$ cat src/rtl/spi_win_pkg.sv
package spi_win_pkg;

    localparam int NUM_CS = 2;
    localparam int DIV_W  = 4;

    localparam logic [7:0] OFS_CFG   = 8'h00;
    localparam logic [7:0] OFS_IRQ   = 8'h08;
    localparam logic [7:0] OFS_CTRL0 = 8'h10;

    typedef struct packed {
        logic [DIV_W-1:0] div;
        logic             lsb;
        logic             mode3;
        logic             stop;
        logic [1:0]       umode;
    } cs_ctrl_t;

    localparam cs_ctrl_t CTRL_RESET = '{div: '0, lsb: 1'b0, mode3: 1'b0,
                                        stop: 1'b1, umode: 2'b00};

    typedef enum logic [1:0] {SEQ_IDLE, SEQ_RUN, SEQ_DONE} seq_state_e;

    function automatic cs_ctrl_t ctrl_from_word(input logic [31:0] w);
        cs_ctrl_t c;
        c.div   = w[8 +: DIV_W];
        c.lsb   = w[5];
        c.mode3 = w[4];
        c.stop  = w[2];
        c.umode = w[1:0];
        return c;
    endfunction

    function automatic logic [31:0] ctrl_to_word(input cs_ctrl_t c);
        logic [31:0] w;
        w          = '0;
        w[8 +: DIV_W] = c.div;
        w[5]       = c.lsb;
        w[4]       = c.mode3;
        w[2]       = c.stop;
        w[1:0]     = c.umode;
        return w;
    endfunction

    function automatic logic bad_align(input logic [1:0] sz, input logic [1:0] lo);
        case (sz)
            2'd0:    return 1'b0;
            2'd1:    return lo[0];
            2'd2:    return |lo;
            default: return 1'b1;
        endcase
    endfunction

    function automatic logic [1:0] last_byte(input logic [1:0] sz);
        case (sz)
            2'd0:    return 2'd0;
            2'd1:    return 2'd1;
            default: return 2'd3;
        endcase
    endfunction

endpackage

$ cat src/rtl/spi_win_regs.sv
module spi_win_regs
    import spi_win_pkg::*;
#(
    parameter int NCS = NUM_CS
) (
    input  logic           clk,
    input  logic           rst,
    input  logic           wr,
    input  logic [7:0]     ofs,
    input  logic [31:0]    wdata,
    output logic [31:0]    rdata,
    input  logic           set_abort,
    input  logic           set_wp,
    output cs_ctrl_t       ctrl_o [NCS],
    output logic [NCS-1:0] wr_en_o,
    output logic           irq
);
    logic sts_abort, sts_wp, en_abort, en_wp;
    logic irq_wr;

    assign irq_wr = wr && (ofs == OFS_IRQ);

    always_ff @(posedge clk) begin
        if (rst) begin
            wr_en_o   <= '0;
            en_abort  <= 1'b0;
            en_wp     <= 1'b0;
            sts_abort <= 1'b0;
            sts_wp    <= 1'b0;
        end else begin
            if (wr && ofs == OFS_CFG) wr_en_o <= wdata[16 +: NCS];
            if (irq_wr) begin
                en_abort <= wdata[2];
                en_wp    <= wdata[1];
            end
            sts_abort <= set_abort | (sts_abort & ~(irq_wr & wdata[10]));
            sts_wp    <= set_wp    | (sts_wp    & ~(irq_wr & wdata[9]));
        end
    end

    always_ff @(posedge clk) begin
        for (int g = 0; g < NCS; g++) begin
            if (rst)
                ctrl_o[g] <= CTRL_RESET;
            else if (wr && ofs == OFS_CTRL0 + 8'(4 * g))
                ctrl_o[g] <= ctrl_from_word(wdata);
        end
    end

    always_comb begin
        rdata = '0;
        if (ofs == OFS_CFG) rdata[16 +: NCS] = wr_en_o;
        if (ofs == OFS_IRQ) begin
            rdata[10] = sts_abort;
            rdata[9]  = sts_wp;
            rdata[2]  = en_abort;
            rdata[1]  = en_wp;
        end
        for (int g = 0; g < NCS; g++)
            if (ofs == OFS_CTRL0 + 8'(4 * g)) rdata = ctrl_to_word(ctrl_o[g]);
    end

    assign irq = (sts_abort & en_abort) | (sts_wp & en_wp);

endmodule

$ cat src/rtl/spi_byte_shifter.sv
module spi_byte_shifter
    import spi_win_pkg::*;
(
    input  logic             clk,
    input  logic             rst,
    input  logic             start,
    input  logic             wr_mode,
    input  logic             lsb,
    input  logic             mode3,
    input  logic [DIV_W-1:0] div,
    input  logic [7:0]       tx_byte,
    input  logic             idle_lvl,
    input  logic             miso,
    output logic             busy,
    output logic             done,
    output logic [7:0]       rx_byte,
    output logic             sck,
    output logic             mosi
);
    localparam int EDGES = 16;
    localparam int K_W   = $clog2(EDGES + 1);

    logic [7:0]       sr;
    logic [K_W-1:0]   k;
    logic [DIV_W-1:0] tmr, div_q;
    logic             wr_q, lsb_q, m3_q;

    always_ff @(posedge clk) begin
        if (rst) begin
            busy <= 1'b0; done <= 1'b0; sck <= 1'b0;
            sr <= '0; rx_byte <= '0; k <= '0; tmr <= '0; div_q <= '0;
            wr_q <= 1'b0; lsb_q <= 1'b0; m3_q <= 1'b0;
        end else begin
            done <= 1'b0;
            if (!busy) begin
                sck <= idle_lvl;
                if (start) begin
                    busy    <= 1'b1;
                    sck     <= mode3;
                    sr      <= tx_byte;
                    rx_byte <= '0;
                    k       <= '0;
                    tmr     <= div;
                    div_q   <= div;
                    wr_q    <= wr_mode;
                    lsb_q   <= lsb;
                    m3_q    <= mode3;
                end
            end else if (tmr != '0) begin
                tmr <= tmr - 1'b1;
            end else begin
                tmr <= div_q;
                if (k == K_W'(EDGES)) begin
                    busy <= 1'b0;
                    done <= 1'b1;
                end else begin
                    sck <= ~sck;
                    k   <= k + 1'b1;
                    if (!sck)
                        rx_byte <= lsb_q ? {miso, rx_byte[7:1]} : {rx_byte[6:0], miso};
                    else if (!(m3_q && k == '0))
                        sr <= lsb_q ? (sr >> 1) : (sr << 1);
                end
            end
        end
    end

    assign mosi = busy & wr_q & (lsb_q ? sr[0] : sr[7]);

endmodule

$ cat src/rtl/spi_win_master.sv
module spi_win_master
    import spi_win_pkg::*;
#(
    parameter int ADDR_W = 16
) (
    input  logic              clk,
    input  logic              rst,
    input  logic              host_req,
    input  logic              host_we,
    input  logic [ADDR_W-1:0] host_addr,
    input  logic [1:0]        host_size,
    input  logic [31:0]       host_wdata,
    output logic [31:0]       host_rdata,
    output logic              host_ready,
    output logic              irq,
    output logic              spi_sck,
    output logic              spi_mosi,
    input  logic              spi_miso,
    output logic [NUM_CS-1:0] spi_cs_n
);
    seq_state_e        state;
    cs_ctrl_t          ctrl [NUM_CS];
    logic [NUM_CS-1:0] cs_act, wr_en;
    logic [31:0]       reg_rdata, wbuf;
    logic [1:0]        region, idx, idx_last;
    logic              win, sel_q, sel, wr_q;
    logic              acc, is_reg, is_win, bad, prot, go, reg_wr;
    logic              set_abort, set_wp, start, last, idle_lvl;
    logic              sh_busy, sh_done;
    logic [7:0]        rx_byte, tx_byte;

    assign region = host_addr[ADDR_W-1 -: 2];
    assign is_reg = (region == 2'b00);
    assign is_win = (region == 2'b01) || (region == 2'b10);
    assign win    = region[1];

    genvar gi;
    generate
        for (gi = 0; gi < NUM_CS; gi++) begin : g_cs
            assign cs_act[gi]   = (ctrl[gi].umode == 2'b11) && !ctrl[gi].stop;
            assign spi_cs_n[gi] = ~cs_act[gi];
        end
    endgenerate

    always_comb begin
        idle_lvl = 1'b0;
        for (int i = NUM_CS - 1; i >= 0; i--)
            if (cs_act[i]) idle_lvl = ctrl[i].mode3;
    end

    assign acc       = (state == SEQ_IDLE) && host_req;
    assign reg_wr    = acc && is_reg && host_we;
    assign bad       = is_win && (bad_align(host_size, host_addr[1:0]) || !cs_act[win]);
    assign prot      = is_win && !bad && host_we && !wr_en[win];
    assign go        = acc && is_win && !bad && !prot;
    assign set_abort = acc && bad;
    assign set_wp    = acc && prot;
    assign last      = (idx == idx_last);
    assign start     = go || ((state == SEQ_RUN) && sh_done && !last);
    assign tx_byte   = go ? host_wdata[7:0] : wbuf[15:8];
    assign sel       = go ? win : sel_q;

    always_ff @(posedge clk) begin
        if (rst) begin
            state <= SEQ_IDLE; host_rdata <= '0; wbuf <= '0;
            idx <= '0; idx_last <= '0; sel_q <= 1'b0; wr_q <= 1'b0;
        end else begin
            case (state)
                SEQ_IDLE: if (acc) begin
                    if (go) begin
                        state      <= SEQ_RUN;
                        sel_q      <= win;
                        wbuf       <= host_wdata;
                        idx        <= '0;
                        idx_last   <= last_byte(host_size);
                        wr_q       <= host_we;
                        host_rdata <= '0;
                    end else begin
                        state      <= SEQ_DONE;
                        host_rdata <= is_reg ? reg_rdata : '0;
                    end
                end
                SEQ_RUN: if (sh_done) begin
                    if (!wr_q) host_rdata[{idx, 3'b000} +: 8] <= rx_byte;
                    wbuf <= wbuf >> 8;
                    if (last) state <= SEQ_DONE;
                    else      idx   <= idx + 1'b1;
                end
                default: state <= SEQ_IDLE;
            endcase
        end
    end

    assign host_ready = (state == SEQ_DONE);

    spi_win_regs #(.NCS(NUM_CS)) u_regs (
        .clk(clk), .rst(rst), .wr(reg_wr), .ofs(host_addr[7:0]),
        .wdata(host_wdata), .rdata(reg_rdata),
        .set_abort(set_abort), .set_wp(set_wp),
        .ctrl_o(ctrl), .wr_en_o(wr_en), .irq(irq)
    );

    spi_byte_shifter u_shift (
        .clk(clk), .rst(rst), .start(start),
        .wr_mode(go ? host_we : wr_q),
        .lsb(ctrl[sel].lsb), .mode3(ctrl[sel].mode3), .div(ctrl[sel].div),
        .tx_byte(tx_byte), .idle_lvl(idle_lvl), .miso(spi_miso),
        .busy(sh_busy), .done(sh_done), .rx_byte(rx_byte),
        .sck(spi_sck), .mosi(spi_mosi)
    );

endmodule

$ cat config.mk
export PLATFORM = sky130hd
export DESIGN_NAME = spi_win_master
export DESIGN_NICKNAME = d
export VERILOG_FILES = /design/src/rtl/spi_win_pkg.sv /design/src/rtl/spi_win_regs.sv /design/src/rtl/spi_byte_shifter.sv /design/src/rtl/spi_win_master.sv
export SDC_FILE = /design/constraint.sdc
export NUM_CORES = 1
export LEC_CHECK = 0
export BUFFER_PORTS_ARGS = -buffer_cell sky130_fd_sc_hd__buf_2
export CORE_MARGIN = 3
export CORE_UTILIZATION = 30
export CTS_BUF_LIST = sky130_fd_sc_hd__clkbuf_16
export DETAILED_ROUTE_END_ITERATION = 6
export PLACE_DENSITY = 0.48
export SLEW_MARGIN = 20
export SYNTH_ARGS = -nofsm -noshare
export SYNTH_HDL_FRONTEND = slang
export SYNTH_SLANG_ARGS = --single-unit
$ cat constraint.sdc
create_clock -name clk -period 2.6 [get_ports clk]
set_input_delay 0.26 -clock clk [delete_from_list [all_inputs] [get_ports clk]]
set_output_delay 0.26 -clock clk [all_outputs]
set_load 0.005 [all_outputs]
# [Yosys cells after proc, flatten, opt, wreduce, memory -nomap -nowiden]
# Cells that the tools add are included.
[word_totals] word_cells=205 reg_bits=131 out_inout_bits=38
[classes] n_lt_le_gt_ge=2 eq_ne=24 addsub=4 n_shift=2 reduce_logical=52 muxes=70 bitwise_logic=18
[ops] operator="$mux W32" count=8
[ops] operator="$pmux W32 S2" count=2
[ops] operator="$mux W8" count=14
[ops] operator="$mux W18" count=2
[ops] operator="$bwmux W32" count=1
[ops] operator="$shift A8 B7 Y32 const A" count=1
[ops] operator="$shiftx A8 B7 Y32" count=1
[ops] operator="$mux W9" count=3
[ops] operator="$mux W2" count=11
[ops] operator="$logic_and A1 B1 Y1" count=21
[ops] operator="$mux W5" count=4
[ops] operator="$ne A2 B2 Y1 const B" count=10
[ops] operator="$mux W1" count=18
[ops] operator="$eq A8 B5 Y1 const B" count=2
[ops] operator="$mux W4" count=3
[ops] operator="$pmux W2 S2" count=3
[ops] operator="$reduce_and A4 Y1" count=3
[ops] operator="$eq A2 B2 Y1 const B" count=5
[ops] operator="$reduce_and A5 Y1" count=2
[ops] operator="$reduce_and A3 Y1" count=3
[ops] operator="$and A1 B1 Y1" count=8
[ops] operator="$eq A8 B4 Y1 const B" count=1
[ops] operator="$logic_not A8 Y1" count=1
[ops] operator="$logic_not A1 Y1" count=7
[ops] operator="other kinds (22)" count=38

# [Depth between registers and ports, before layout]
# Gate-level depths: netlist (run 1).
[depth] ltp_word=20 ltp_mapped=9 mapped_depth_nobuf=7

# [By module]
# A second synthesis (run 1) with hierarchy kept.
[unflattened] hier_cells=872 hier_area_um2=7417.1
[by_module_without_submodules] module="spi_win_master" seq_area_each_um2=1281.2 instances=1 cells_per_inst=525 area_per_inst_um2=4240.3
[by_module_without_submodules] module="spi_byte_shifter" seq_area_each_um2=700.7 instances=1 cells_per_inst=202 area_per_inst_um2=1752.9
[by_module_without_submodules] module="spi_win_regs" seq_area_each_um2=480.5 instances=1 cells_per_inst=145 area_per_inst_um2=1423.9

# [Least setup slack after synthesis (run 1)]
# No wires, ideal clock.
[synth_path] path_kind="register to register" from="register u_shift.tmr[0]" to="register u_shift.sr[0]" arrival_time_ps=1965 path_stages_with_launch=10 slack_ps=518 cell_sequence="dfxtp_1 inv_1 ha_1 or3b_1 clkbuf_1 nor2_1 nand3_1 and3_4 buf_6 a32o_1"
[synth_between] elab_chain_cells=3
[synth_lines] element="start: declaration" line_no="spi_byte_shifter.sv:25" rtl="logic [DIV_W-1:0] tmr, div_q;"
[synth_lines] element="start signal: assignment" line_no="spi_byte_shifter.sv:43" rtl="tmr <= div;"
[synth_lines] element="start signal: assignment" line_no="spi_byte_shifter.sv:50" rtl="tmr <= tmr - 1'b1;"
[synth_lines] element="start signal: assignment" line_no="spi_byte_shifter.sv:52" rtl="tmr <= div_q;"
[synth_lines] element="$reduce_bool A4 Y1" line_no="spi_byte_shifter.sv:49" rtl="end else if (tmr != '0) begin"
[synth_lines] element="$ne A2 B2 Y1 (no line)"
[synth_lines] element="$reduce_and A5 Y1 (no line)"
[synth_lines] element="end signal: assignment" line_no="spi_byte_shifter.sv:40" rtl="sr <= tx_byte;"
[synth_lines] element="end signal: assignment" line_no="spi_byte_shifter.sv:62" rtl="sr <= lsb_q ? (sr >> 1) : (sr << 1);"
[synth_lines] element="end: declaration" line_no="spi_byte_shifter.sv:23" rtl="logic [7:0] sr;"
# Every way passes these cells.
# A chain may end at the register's enable or synchronous reset.

# [Worst setup path in the final report (run 1)]
[layout_path] from="register state[1]" to="register u_shift.sck"
[layout_between] elab_chain_cells=12 elab_cells_between_ends=16 cone_classes="eq/ne (1); mux (6); bitwise (1); reduce/logical (8)"
[layout_lines] element="start: declaration" line_no="spi_win_master.sv:21" rtl="seq_state_e state;"
[layout_lines] element="start signal: assignment" line_no="spi_win_master.sv:65" rtl="state <= SEQ_IDLE; host_rdata <= '0; wbuf <= '0;"
[layout_lines] element="start signal: assignment" line_no="spi_win_master.sv:71" rtl="state <= SEQ_RUN;"
[layout_lines] element="start signal: assignment" line_no="spi_win_master.sv:79" rtl="state <= SEQ_DONE;"
[layout_lines] element="$logic_not A2 Y1" line_no="spi_win_master.sv:51" rtl="assign acc = (state == SEQ_IDLE) && host_req;"
[layout_lines] element="$logic_and A1 B1 Y1" line_no="spi_win_master.sv:51"
[layout_lines] element="$logic_and A1 B1 Y1 (3 in series)" line_no="spi_win_master.sv:55" rtl="assign go = acc && is_win && !bad && !prot;"
[layout_lines] element="$mux W1"
[layout_lines] element="$not A1 Y2 (not written as such)" line_no="spi_win_master.sv:106" rtl=".lsb(ctrl[sel].lsb), .mode3(ctrl[sel].mode3), .div(ctrl[sel].div),"
[layout_lines] element="$mux W9 (3 in series)"
[layout_lines] element="$mux W1 *" line_no="spi_byte_shifter.sv:37" rtl="if (start) begin"
[layout_lines] element="$mux W1 *" line_no="spi_byte_shifter.sv:35" rtl="if (!busy) begin"
[layout_lines] element="end signal: assignment" line_no="spi_byte_shifter.sv:36" rtl="sck <= idle_lvl;"
[layout_lines] element="end signal: assignment" line_no="spi_byte_shifter.sv:39" rtl="sck <= mode3;"
[layout_lines] element="end signal: assignment" line_no="spi_byte_shifter.sv:57" rtl="sck <= ~sck;"
[layout_lines] element="end: declaration" line_no="spi_byte_shifter.sv:17" rtl="output logic sck,"
# Every way passes the cells marked *; elsewhere a longest branch is shown, timed or not. The select of a mux whose other input is x is not followed.

==> flow_summary.json, run 1 <==
{
  "cts_root_buf": "clkbuf_16",
  "layout.nets": 829,
  "power.total_mw": 4.75,
  "avgSynthCellArea_um2": 8.86,
  "synth_cell_types": 68,
  "setup_viol": 0,
  "post-route-period-util_pct": 86.0,
  "setup.worst_path.end_class": "flop",
  "wl_mm": 17.9,
  "start_util_pct": 30.7,
  "drt-vias-per-instance": 5.12,
  "hold_class": "input port to flop",
  "tns_ns": 0,
  "hold_buffers": 0,
  "synth.net_count": 741,
  "post-cts-setup-buffer-count": 0,
  "skew_ns": 0.0226,
  "startpoint_type": "flop",
  "path_max_fanout": 25,
  "worstMarginPinSlew_ns": 0.765,
  "clkPwrFrac_pct": 53.2,
  "grt_pass1_wl_mm": 29.4,
  "cap_violations": 0,
  "worst_ep_arrival_time_ns": 2.56,
  "routedWlPerCell_um": 17.2,
  "grt_start_max_net_pins": 87,
  "switchingPower_mw": 1.05,
  "cts_buffers": 17,
  "relSlewSlack_pct": 48.5,
  "grt_remaining_overflow": 0,
  "ys_top_cells_by_area": "dfxtp_1 (41%), mux2i_1 (8.5%), nand3_1 (5.1%), nor2_1 (4.1%), a21oi_1 (3.9%)",
  "seq_area_frac_synth_pct": 41.0,
  "synth_top_cell_area_share_pct": 41.0,
  "h-tree-depth": 4,
  "synth.most_common_cell": "dfxtp_1",
  "async_flop_share_pct": 0,
  "num-fill-cells": 2020,
  "intPower_mw": 3.70,
  "reg2reg_depth": 5,
  "final_layout_size_suffix_gt1_share_pct": 22.8,
  "clkSlewWorstSetupHoldPaths_ns": 0.06,
  "num_rows": 51,
  "first_global_vias": 5395,
  "die-area_mm2": 0.0218,
  "status": "completed",
  "synthTopCellsByCount": "dfxtp_1 (123), nor2_1 (66), nand3_1 (61)",
  "slew_viol_final": 0,
  "syn_to_final_growth_pct": 23.7,
  "period_needed_ns": 2.24,
  "ys_ff_latch": 123,
  "p_leak_nw": 2.86,
  "cts_tree": "yes",
  "place_hpwl_mm": 13.2,
  "drt_pass1_iterations": 5,
  "synth_largest_area_cell": "dfxtp_1",
  "syn_area_mm2": 0.00601,
  "vdd_drop_max_v": 0.000461,
  "hold_violations": 0,
  "p_per_area_mw_per_mm2": 639,
  "worstSetupPathType": "flop to flop",
  "clockBufferDepth": 2,
  "finalWeightedCongestion": 0.822,
  "port_buffers": 86,
  "io_pins": 93,
  "die_w_um": 148,
  "synthCells": 678,
  "antenna_found_initial": 0,
  "post-route-drc-count": 0,
  "drt_iter0_drc": 355,
  "final_area_mm2": 0.00743,
  "yosysWarnings": 0,
  "synth_edf_count": 0,
  "design.core.area_mm2": 0.0196,
  "switching_share_pct": 22.1,
  "regArea_mm2": 0.00246,
  "hold_depth": 2,
  "cts_resized": 0,
  "grt_usage_pct": 16.9,
  "num_antenna_cells": 0,
  "fmax_mhz": 447,
  "die_height_um": 148,
  "cts_sinks": 123,
  "ant_nets": 0,
  "p_comb_share_pct": 6.3,
  "multi_input_area_mm2": 0.00330,
  "dr_total_vias": 5340,
  "cp.required_ns": 2.92,
  "pwr-share-seq_pct": 40.5,
  "synth_flop_cell": "dfxtp_1",
  "rsz0062_at_grt": "false",
  "placed_cell_area_mm2": 0.00681,
  "clk_latency_ns": 0.42,
  "r2r_slack_ns": 0.36
}
[per-layer routing]
layer,vias up,global-route usage [%],part of all wire (%)
li1,2673,-,-
met1,2552,23.2,49
met2,101,26.9,47
met3,14,3.31,3.5
met4,0,5.13,1.1
met5,-,0,0
[area by class of cell]
type	count	share of cell area (%)
multi-input combinational	497	44.4
sequential	123	33.1
timing repair buffer	113	8.89
clock buffer	17	5.72
tap	265	4.46
clock inverter	13	2.71
inverter	14	0.707
[flip-flops by register name, summed over array words and instances (netlist names), 2 cells and up]
name and cells:
u_shift.div_q 4, wbuf 24, u_regs.ctrl_o 18, u_shift.sr 8, u_shift.k 5, host_rdata 32
idx 2, u_shift.rx_byte 8, u_shift.tmr 4, idx_last 2, u_regs.wr_en_o 2, state 2
[metrics by stage]
step                utilization, %  setup slack (ns)  hold slack [ns]  cells
floorplan                        -             0.518            0.385    678
finish                        37.9             0.363           0.0513   1042
global placement              34.7             0.333            0.442   1012
detailed placement            34.7             0.297            0.448   1012
CTS                           37.9             0.383           0.0332   1042
global route                  37.9             0.181           0.0450   1042
[power groups by stage]
| stage | Sequential (mW) | Combinational, mW | Clock, mW |
|---|---|---|---|
| final | 1.92 | 0.299 | 2.53 |
| after floorplan | 1.96 | 0.169 | 0 |
| after global routing | 1.92 | 0.328 | 2.67 |
| after CTS | 1.92 | 0.299 | 2.58 |
| after detailed placement | 1.96 | 0.298 | 0 |
| after global placement | 1.96 | 0.294 | 0 |
[cell families (layout without fill, tap and decap cells)]
family	Yosys count	after routing	synth area share, %
flops	123	123	41.0
simple gates	251	251	21.0
mux	64	64	10.9
compound gates	169	169	20.5
xor+xnor	5	5	0.729
fa+ha+maj	8	8	1.67
buf+inv	58	157	4.17
[worst max-delay path, cell delays in order, from the launching register on]
cell and delay, ns:
dfxtp_1 0.39, or3b_4 0.49, a2111oi_4 0.46, a21o_4 0.35
o21ai_1 0.19, a211oi_1 0.25
[final timing paths]
path	endpoint	startpoint
worst max-delay path	u_shift.sck	state[1]
worst min-delay path	wbuf[25]	host_wdata[25]
worst max register to register	u_shift.sck	state[1]
worst min register to register	host_rdata[15]	host_rdata[15]
[placed cells by master, fill, tap and decap left out, types with 4 or more instances in the layout]
cell type,n
a211oi_1,24
inv_1,14
nand3_1,61
nand3b_1,4
nand2_1,57
mux2i_1,51
dfxtp_1,123
nor2_1,66
o2111ai_1,5
a311oi_1,4
bufinv_16,5
buf_4,26
o21ai_1,4
a221oi_1,8
clkbuf_16,17
nand2b_1,12
a32o_1,8
o21ai_0,24
ha_1,8
mux2_2,13
buf_2,85
a21oi_1,47
a22o_1,9
a22oi_1,7
nor3_1,18
No activity file was read; power rests on OpenSTA's default activity.
==> inputs of run 2 (changes only) <==
--- a/config.mk
+++ b/config.mk
@@ -7,2 +7,3 @@
 export LEC_CHECK = 0
+export ABC_AREA = 1
 export BUFFER_PORTS_ARGS = -buffer_cell sky130_fd_sc_hd__buf_2
@@ -13,3 +14,3 @@
 export PLACE_DENSITY = 0.48
-export SLEW_MARGIN = 20
+export SLEW_MARGIN = 5
 export SYNTH_ARGS = -nofsm -noshare
--- a/constraint.sdc
+++ b/constraint.sdc
@@ -3,2 +3,2 @@
 set_output_delay 0.26 -clock clk [all_outputs]
-set_load 0.005 [all_outputs]
+set_load 0.05 [all_outputs]
==> run 2 against run 1 <==
Net effect: first-iteration DRC count increased by 26%; wire length rose by 5.3%; global-route usage increased by 0.50 points; area after synthesis increased by 0.75%; final cell count grew 19%; clock skew decreased by 0.015 ns; highest routed layer is now met5.
==> flow_summary.json, run 2 <==
{
  "synth_cell_types": 38,
  "post-route-period-util_pct": 76.9,
  "post-route-drc-count": 0,
  "vdd_drop_max_v": 0.000410,
  "worst_ep_arrival_time_ns": 2.29,
  "hold_class": "input port to flop",
  "clockBufferDepth": 2,
  "ys_top_cells_by_area": "dfxtp_1 (41%), nand2_1 (11%), a21oi_1 (8.5%), o21ai_0 (8.4%), inv_1 (6.0%)",
  "grt_usage_pct": 17.4,
  "die_w_um": 148,
  "port_buffers": 86,
  "clk_latency_ns": 0.41,
  "h-tree-depth": 4,
  "skew_ns": 0.00715,
  "pre_cts_slack_ns": 0.392,
  "fin_ws_ns": 0.600,
  "rsz0062_at_grt": "false",
  "async_flop_share_pct": 0,
  "cts_resized": 0,
  "slew_viol_final": 0,
  "routedWlPerCell_um": 15.2,
  "wl_mm": 18.9,
  "top_register": "host_rdata",
  "status": "completed",
  "worstMarginPinSlew_ns": 0.624,
  "yosysWarnings": 0,
  "relSlewSlack_pct": 58.2,
  "synth.net_count": 943,
  "final_cell_mix": "nand2_1 (174), dfxtp_1 (123), a21oi_1 (103), o21ai_0 (101), inv_1 (97)",
  "syn_to_final_growth_pct": 21.3,
  "seq_area_frac_synth_pct": 40.7,
  "cts_sinks": 123,
  "dp.cells": 1210,
  "grt_remaining_overflow": 0,
  "ant_nets": 0,
  "worstSetupPathType": "flop to flop",
  "first_global_vias": 5525,
  "ys_ff_latch": 123,
  "fin_cells": 1242,
  "num_rows": 51,
  "tns_ns": 0,
  "num-fill-cells": 2145,
  "cts_buffers": 17,
  "p_leak_nw": 3.24,
  "hold_violations": 0,
  "synthTopCellsByCount": "nand2_1 (174), dfxtp_1 (123), a21oi_1 (103)",
  "grt_pass1_wl_mm": 29.9,
  "setup.worst_path.end_class": "flop",
  "synth_top_cell_area_share_pct": 40.7,
  "syn_area_mm2": 0.00605,
  "antenna_found_initial": 1,
  "dr_total_vias": 5909,
  "synth_flop_cell": "dfxtp_1",
  "p_per_area_mw_per_mm2": 646,
  "path_max_fanout": 10,
  "drt_iter0_drc": 448,
  "cap_violations": 0,
  "power.total_mw": 4.74,
  "largest_reg_flops": 32,
  "fin_hold_ws_ns": 0.110,
  "hold_buffers": 0,
  "num_antenna_cells": 0,
  "cp.required_ns": 2.89,
  "grt_start_max_net_pins": 48,
  "setup_viol": 0,
  "die-area_mm2": 0.0219,
  "synth_largest_area_cell": "dfxtp_1",
  "layout.nets": 1027,
  "drt-vias-per-instance": 4.76,
  "cts_root_buf": "clkbuf_16",
  "design.core.area_mm2": 0.0197,
  "place_hpwl_mm": 13.9,
  "post-cts-setup-buffer-count": 0,
  "start_util_pct": 30.8,
  "synth_edf_count": 0,
  "drt_pass1_iterations": 5,
  "final_common_cell": "nand2_1",
  "synth.most_common_cell": "nand2_1",
  "top_regs": "host_rdata (32), wbuf (24), u_regs.ctrl_o (18)",
  "fmax_mhz": 500,
  "startpoint_type": "flop",
  "die_height_um": 148,
  "clkSlewWorstSetupHoldPaths_ns": 0.06,
  "synthCells": 880,
  "final_layout_size_suffix_gt1_share_pct": 16.7,
  "finalWeightedCongestion": 0.841,
  "cts_tree": "yes",
  "io_pins": 93,
  "avgSynthCellArea_um2": 6.88,
  "period_needed_ns": 2.00
}
-- run 2: worst paths after layout --
check	startpoint	to	slack, ns	cells past startpoint
max	state[0]	u_regs.ctrl_o[8]	0.60	8
min	host_wdata[26]	wbuf[26]	0.11	3
max reg2reg	state[0]	u_regs.ctrl_o[8]	0.60	8
min reg2reg	host_rdata[24]	host_rdata[24]	0.44	2
-- run 2: critical path, cell delays in order (launching register included) --
cell      delay, ns
dfxtp_1        0.38
nor2_2         0.21
nand2_1        0.13
inv_1          0.10
nand3_1        0.19
nor2_4         0.26
clkinv_1       0.31
o21ai_0        0.25
a21oi_1        0.06
-- run 2: metal layers --
metal  vias to the layer above  share of wire (%)  GRT usage (%)
li1                       3058                  -              -
met1                      2719                 49           24.1
met2                       118                 46           27.4
met3                        12                3.9           3.99
met4                         2                1.1           4.53
met5                         -              0.037              0
-- run 2: cell type report --
class                   instances  area, um^2  share of cell area [%]
inverters                     101         379                    5.16
well taps                     265         332                    4.52
multi-input cells             616        3010                    41.0
clock buffers                  17         425                    5.80
repair buffers                105         573                    7.81
clock inverters                15         158                    2.15
flip-flops and latches        123        2460                    33.5
-- run 2: cell families after synthesis --
kind of cell	synth area share (%)
flip-flops	40.7
AND/OR/NAND/NOR	26.8
XOR/XNOR	0.868
adder cells (fa/ha/maj)	1.65
AO/OA/AOI/OAI	20.4
buffers and inverters	9.55
-- run 2: metrics by stage --
step                area, um^2  util, %
floorplan                 6050        -
global placement          6760     34.4
detailed placement        6760     34.4
CTS                       7340     37.4
global route              7340     37.4
finish                    7340     37.4
-- run 2: power breakdown --
group	switching (mW)	internal (mW)	total, mW
registers	0.0301	1.93	1.96
clock network	0.877	1.49	2.36
logic	0.290	0.124	0.414
